<file path="src/rtl/dcd_pkg.sv">
package dcd_pkg;
    typedef enum logic [1:0] {
        CYC_ACCESS = 2'd0,
        CYC_CBR    = 2'd1,
        CYC_RONLY  = 2'd2,
        CYC_TEST   = 2'd3
    } cyc_e;
endpackage

</file>
<file path="src/rtl/dcd_edges.sv">
module dcd_edges #(
    parameter int N = 3
) (
    input  logic         clk,
    input  logic         rst_n,
    input  logic [N-1:0] sig,
    output logic [N-1:0] fall,
    output logic [N-1:0] rise
);
    logic [N-1:0] prev_q;

    always_ff @(posedge clk or negedge rst_n) begin
        if (!rst_n) prev_q <= '1;
        else        prev_q <= sig;
    end

    assign fall = prev_q & ~sig;
    assign rise = ~prev_q & sig;
endmodule

</file>
<file path="src/rtl/dcd_rfsh_ctr.sv">
module dcd_rfsh_ctr #(
    parameter int ROW_W = 11
) (
    input  logic             clk,
    input  logic             rst_n,
    input  logic             inc,
    output logic [ROW_W-1:0] row
);
    logic [ROW_W-1:0] row_d, row_q;

    always_comb row_d = inc ? row_q + 1'b1 : row_q;

    always_ff @(posedge clk or negedge rst_n) begin
        if (!rst_n) row_q <= '0;
        else        row_q <= row_d;
    end

    assign row = row_q;

    // the counter rolls over from all ones to zero
    a_r3_wrap: assert property (@(posedge clk) disable iff (!rst_n)
        inc && (row_q == '1) |=> row_q == '0);
    // with no increment the row count holds
    a_r6_hold: assert property (@(posedge clk) disable iff (!rst_n)
        !inc |=> $stable(row_q));
endmodule

</file>
<file path="src/rtl/dcd_cell_array.sv">
module dcd_cell_array #(
    parameter int DW  = 4,
    parameter int RAW = 2,
    parameter int CAW = 3
) (
    input  logic           clk,
    input  logic           rst_n,
    input  logic           wr_one,
    input  logic           wr_grp,
    input  logic [RAW-1:0] row,
    input  logic [CAW-1:0] col,
    input  logic [DW-1:0]  din,
    output logic [DW-1:0]  rd_word,
    output logic [DW-1:0]  eq_flag
);
    localparam int WORDS = 1 << (RAW + CAW);
    localparam int GRP   = 4;
    localparam int IW    = RAW + CAW;

    logic [DW-1:0] mem_q [WORDS];
    logic [IW-1:0] idx;

    assign idx = {row, col};

    for (genvar w = 0; w < WORDS; w++) begin : g_word
        localparam logic [IW-1:0] WI = IW'(w);
        logic hit;
        assign hit = (wr_one && idx == WI) ||
                     (wr_grp && idx[IW-1:2] == WI[IW-1:2]);
        always_ff @(posedge clk or negedge rst_n) begin
            if (!rst_n)   mem_q[w] <= '0;
            else if (hit) mem_q[w] <= din;
        end
    end

    assign rd_word = mem_q[idx];

    always_comb begin
        logic [DW-1:0] all1, all0;
        all1 = '1;
        all0 = '1;
        for (int k = 0; k < GRP; k++) begin
            all1 &=  mem_q[{idx[IW-1:2], 2'(k)}];
            all0 &= ~mem_q[{idx[IW-1:2], 2'(k)}];
        end
        eq_flag = all1 | all0;
    end
endmodule

</file>
<file path="src/rtl/strobe_cycle_decoder.sv">
module strobe_cycle_decoder #(
    parameter int ADDR_W = 11,
    parameter int DQ_W   = 4,
    parameter int ARR_RW = 2,
    parameter int ARR_CW = 3
) (
    input  logic              clk,
    input  logic              rst_n,
    input  logic              ras_n,
    input  logic              cas_n,
    input  logic              we_n,
    input  logic              oe_n,
    input  logic [ADDR_W-1:0] addr,
    input  logic [DQ_W-1:0]   dq_in,
    output logic [DQ_W-1:0]   dq_out,
    output logic              dq_oe,
    output logic [1:0]        cyc_kind,
    output logic              test_mode,
    output logic [ADDR_W-1:0] rfsh_row
);
    import dcd_pkg::*;

    typedef struct packed {
        logic              row_open;
        logic              cas_seen;
        logic              cas_act;
        logic              wr_cyc;
        logic              tmode;
        cyc_e              kind;
        logic [ADDR_W-1:0] row;
        logic [ADDR_W-1:0] col;
    } st_t;

    st_t st_d, st_q;

    logic [2:0] fall, rise;
    logic ras_fall, ras_rise, cas_fall, cas_rise, we_fall;
    logic ctr_inc, wr_one, wr_grp;
    logic [ADDR_W-1:0] wcol;
    logic [DQ_W-1:0] rd_word, eq_flag;

    dcd_edges #(.N(3)) u_edges (
        .clk (clk), .rst_n (rst_n),
        .sig ({we_n, cas_n, ras_n}),
        .fall(fall), .rise(rise)
    );
    assign ras_fall = fall[0];
    assign ras_rise = rise[0];
    assign cas_fall = fall[1];
    assign cas_rise = rise[1];
    assign we_fall  = fall[2];

    always_comb begin
        logic do_wr;
        st_d    = st_q;
        ctr_inc = 1'b0;
        do_wr   = 1'b0;
        wcol    = st_q.col;
        if (ras_fall) begin
            if (!cas_n) begin
                st_d.row_open = 1'b0;
                st_d.tmode    = !we_n;
                st_d.kind     = we_n ? CYC_CBR : CYC_TEST;
                ctr_inc       = we_n;
            end else begin
                st_d.row_open = 1'b1;
                st_d.row      = addr;
                st_d.cas_seen = 1'b0;
                st_d.cas_act  = 1'b0;
                st_d.wr_cyc   = 1'b0;
            end
        end else if (ras_rise) begin
            if (st_q.row_open && !st_q.cas_seen) begin
                st_d.kind  = CYC_RONLY;
                st_d.tmode = 1'b0;
            end
            st_d.row_open = 1'b0;
            st_d.cas_act  = 1'b0;
        end else if (st_q.row_open) begin
            if (cas_fall) begin
                st_d.cas_seen = 1'b1;
                st_d.cas_act  = 1'b1;
                st_d.col      = addr;
                st_d.wr_cyc   = !we_n;
                st_d.kind     = CYC_ACCESS;
                do_wr         = !we_n;
                wcol          = addr;
            end else if (st_q.cas_act && cas_rise) begin
                st_d.cas_act = 1'b0;
            end else if (st_q.cas_act && !st_q.wr_cyc && we_fall) begin
                st_d.wr_cyc = 1'b1;
                do_wr       = 1'b1;
            end
        end
        wr_one = do_wr && !st_q.tmode;
        wr_grp = do_wr && st_q.tmode;
    end

    always_ff @(posedge clk or negedge rst_n) begin
        if (!rst_n) begin
            st_q      <= '0;
            st_q.kind <= CYC_ACCESS;
        end else begin
            st_q <= st_d;
        end
    end

    dcd_rfsh_ctr #(.ROW_W(ADDR_W)) u_ctr (
        .clk(clk), .rst_n(rst_n), .inc(ctr_inc), .row(rfsh_row)
    );

    dcd_cell_array #(.DW(DQ_W), .RAW(ARR_RW), .CAW(ARR_CW)) u_arr (
        .clk    (clk),
        .rst_n  (rst_n),
        .wr_one (wr_one),
        .wr_grp (wr_grp),
        .row    (st_q.row[ARR_RW-1:0]),
        .col    (wcol[ARR_CW-1:0]),
        .din    (dq_in),
        .rd_word(rd_word),
        .eq_flag(eq_flag)
    );

    assign dq_oe     = st_q.row_open && st_q.cas_act && !st_q.wr_cyc && !oe_n;
    assign dq_out    = st_q.tmode ? eq_flag : rd_word;
    assign cyc_kind  = st_q.kind;
    assign test_mode = st_q.tmode;

    // refresh with write enable high reports kind 1 and leaves test mode
    a_r2_cbr_kind: assert property (@(posedge clk) disable iff (!rst_n)
        ras_fall && !cas_n && we_n |=> cyc_kind == 2'd1 && !test_mode);
    // refresh with write enable low latches test mode
    a_r4_test_entry: assert property (@(posedge clk) disable iff (!rst_n)
        ras_fall && !cas_n && !we_n |=> test_mode && cyc_kind == 2'd3);
    // an open row closed without a column pulse is a row-only refresh
    a_r6_ronly: assert property (@(posedge clk) disable iff (!rst_n)
        ras_rise && st_q.row_open && !st_q.cas_seen |=> cyc_kind == 2'd2 && !test_mode);
    // test mode only changes on a row-strobe edge
    a_r5_tmode_hold: assert property (@(posedge clk) disable iff (!rst_n)
        !ras_fall && !ras_rise |=> $stable(test_mode));
    // an early write never turns the driver on
    a_r8_early_write_quiet: assert property (@(posedge clk) disable iff (!rst_n)
        st_q.row_open && !ras_rise && cas_fall && !we_n |=> !dq_oe);
endmodule

</file>
<file path="config.mk">
export PLATFORM = sky130hd
export DESIGN_NAME = strobe_cycle_decoder
export DESIGN_NICKNAME = d
export VERILOG_FILES = /design/src/rtl/dcd_pkg.sv /design/src/rtl/dcd_edges.sv /design/src/rtl/dcd_rfsh_ctr.sv /design/src/rtl/dcd_cell_array.sv /design/src/rtl/strobe_cycle_decoder.sv
export SDC_FILE = /design/constraint.sdc
export NUM_CORES = 1
export LEC_CHECK = 0
export ABC_AREA = 1
export BUFFER_PORTS_ARGS = -buffer_cell sky130_fd_sc_hd__buf_2
export CORE_MARGIN = 1.5
export CORE_UTILIZATION = 50
export DETAILED_ROUTE_END_ITERATION = 8
export HOLD_SLACK_MARGIN = 0.08
export PLACE_DENSITY = 0.67
export SETUP_SLACK_MARGIN = 0.2
export SYNTH_ARGS = -nofsm -noshare
export SYNTH_HDL_FRONTEND = slang
export SYNTH_SLANG_ARGS = --single-unit
</file>
<file path="constraint.sdc">
create_clock -name clk -period 6.95 [get_ports clk]
set_input_delay 0.3475 -clock clk [delete_from_list [all_inputs] [get_ports clk]]
set_output_delay 0.3475 -clock clk [all_outputs]
set_load 0.1 [all_outputs]
</file>
==> results by group <==
Clock tree
  • Clock Latency Late Sink: 430 ps
  • CTS Buf Count: 17
  • CTS sink cnt: 154
  • Post-CTS setup buffer count: 0
  • Resize count post-CTS: 0
  • CTS Root Cell: clkbuf_16
  • Worst-path clk slew: 60 ps
  • CTS tree: yes
  • Max Root-Sink Buffers: 2
  • H-tree depth: 4
  • Hold Buf Count CTS: 4

Yosys
  • Gate Count Post-Synth: ~1200
  • Most frequent cells after synthesis: 556 x nand2_1, 151 x dfrtp_1, 115 x nand3_1
  • Ranking of synthesized cells by area: dfrtp_1 44%, nand2_1 25%, nand3_1 6.8%
  • Top-count cell post-synth: nand2_1
  • Dominant synthesized flop cell: dfrtp_1
  • Async S/R FF share, synth: 1.000
  • Yosys warns: 0
  • Mapped Avg Cell Area: 6.904 um^2
  • Synth area leader: dfrtp_1
  • Sequential area share after synthesis: 0.4543
  • Synthesis-stage register bit count: 154
  • EDFF count, synth: 0
  • Synth unique cells: 35
  • Syn Std Cell Area: 8492 um^2
  • Yosys top cell area share: 0.4450
  • Synth Net Count: 1254

Critical path
  • Startpoint types: input pin
  • CP dominant cell by count: nand2_1
  • Critical path capture point type: primary output
  • Slowest cell on crit path: nand2_1
  • Crit-path max FO: 31
  • CP Data Arrival Time: 4460 ps
  • Crit path cell chain: dlygate4sd3_1 > buf_2 > inv_1 > ha_1 > nor2_2 > nand3_2 > nand2_1 > nand2_1 > buf_4 > nand2_1 > nor2_1 > nor2_1 > nand2_1 > o21ai_0 > nand2_1 > nand2_1 > nand3_1 > nand2_1 > buf_2
  • Setup CP Type: in2out
  • Worst Reg2Reg Path Length in Cells: 12
  • CP peak stage delay: 730 ps
  • Crit path required time: 6600 ps

Pwr
  • Max VDD drop: approximately 0.25 mV
  • Pwr dens: 385.7 nW/um^2
  • Pleak: 5.158 nW

Placed design
  • Routability cong.: between 0.9 and 1
  • I/O Buffers: 31
  • Placed Area: 8743 um^2
  • Post-DP HPWL: 14910 um

Route
  • Via count: 7684
  • DR WL/cell: approximately 15 um
  • DRT Pass-1 Iters: 7
  • Vias per std cell: roughly 5.2
  • Drt total wl: between 20000 and 25000 um
  • DR iter-0 viols: 680
  • # DRC: 0
  • Post-DRT Antenna Nets: 0

GRT
  • GRT Util Overall: 0.2690
  • Largest net degree at the start of global routing: 87
  • Global-route wire length before repair: 37110 um
  • Overflow after GRT: 0
  • Vias in the first global route: 7130
  • Initial antenna violation count: 0

STA
  • Final Hold Viols: 0
  • Min Tclk post-route: around 4800 ps
  • Max Clock Skew: 10.13 ps
  • Final setup viols: 0
  • Worst slew pin tran: 1130 ps
  • RSZ-0062 raised after global routing: no
  • Pins over their slew limit: 0
  • Final setup TNS: 0 ps
  • Tcrit/Tclk final: 0.6915
  • Fmax: 208.1 MHz
  • Slew HR: 0.2445

Die
  • Die area: 17770 um^2
  • Vert. Die Dim: approximately 130 um
  • Rows: between 40 and 50
  • Die W: 133.3 um
  • Total core area: about 17000 um^2
  • # IOs: 40
  • Starting Density: 0.5121

Run
  • Max-cap violations: 0

Final layout
  • Layout cells sized above 1: 0.08619
  • Final instance area: approximately 9400 um^2
  • # nets final: 1264
  • Fill cell count: 1627
  • Antenna fix cells: 0
  • Synth-to-Final Area Change: 10.34%

Min path
  • Hold-critical path depth: 3
  • HP Class: in2reg

Status
  • Status: complete, no violations
==> cells in the final DEF, fill, tap and decap left out, types with 7 or more instances in the layout <==
master       n
nand2_1    556
o21ai_1     20
nor2_2       7
buf_2       30
inv_1      101
o21ai_0     79
nor2_1      79
dfrtp_1    151
nand3_1    115
clkbuf_16   17
nand2_2     19
nand4_1     10
==> cells by family after synthesis <==
family                   after synthesis  synth area share
AND/OR/NAND/NOR                      798            0.3882
flip-flops                           154            0.4543
multiplexers                           1          0.001326
AO/OA/AOI/OAI                        110           0.06881
XOR/XNOR                              10           0.01031
buffers and inverters                154           0.07264
adder cells (fa/ha/maj)                3          0.004421
==> flip-flops by register name (all words and copies together), names as in the netlist <==
register / cells
u_arr.mem_q: 128
test_mode: 1
st_q: 9
u_edges.prev_q: 3
cyc_kind: 2
u_ctr.row: 11
==> stage by stage <==
step | power [mW] | setup slack [ps] | std cells | utilization | hold WS, ps
after detailed placement | 2.681 | 2710 | 1437 | 0.5272 | 459.9
after global placement | 2.653 | 2748 | 1437 | 0.5272 | 458.6
after global routing | 3.856 | 1810 | 1473 | 0.5650 | 172.1
final | 3.615 | 2144 | 1473 | 0.5650 | 171.7
after CTS | 3.624 | 2158 | 1473 | 0.5650 | 165.1
after floorplan | 2.345 | 3849 | 1230 | - | 51.91
==> layer usage <==
metal,wire [um],GRT usage,up-vias,part of all wire
li1,-,-,3862,-
met1,10780,0.3860,3563,0.47
met2,10160,0.4119,231,0.45
met3,1476,0.05137,28,0.065
met4,382,0.08816,0,0.017
met5,0,0,-,0
==> final cells by class <==
cell class | instances | area, um^2 | area share
multi-input cells | 922 | 4018 | 0.4288
repair buffers | 40 | 239.0 | 0.02550
clock buffers | 26 | 499.2 | 0.05328
clock inverters | 6 | 87.58 | 0.009347
flip-flops and latches | 154 | 3857 | 0.4117
well taps | 220 | 275.3 | 0.02938
inverters | 105 | 394.1 | 0.04206
==> path summary, 6_finish.rpt <==
| path | start | endpoint | slack [ps] |
|---|---|---|---|
| min reg2reg | u_ctr.row[10] | u_ctr.row[10] | 460 |
| min | addr[1] | st_q[12] | 170 |
| max reg2reg | u_edges.prev_q[0] | u_arr.mem_q[52] | 3490 |
| max in group asynchronous | rst_n | u_arr.mem_q[95] | 5010 |
| min in group asynchronous | rst_n | u_arr.mem_q[48] | 540 |
| max | ras_n | dq_out[0] | 2140 |
==> worst max-delay path, delay by kind of cell <==
kind | cells | cell delay, ps
and+or+nand+nor | 12 | 2240
buffers and inverters | 5 | 1380
adders and majority gates | 1 | 310
AOI/OAI and AO/OA | 1 | 160
==> power breakdown <==
| part | switching [mW] | internal, mW | leakage, nW |
|---|---|---|---|
| Clock | 0.361 | 0.568 | 0.289 |
| Combinational | 1.02 | 0.376 | 3.06 |
| Sequential | 0.128 | 1.17 | 1.81 |
(Power assumes the default switching activity.)
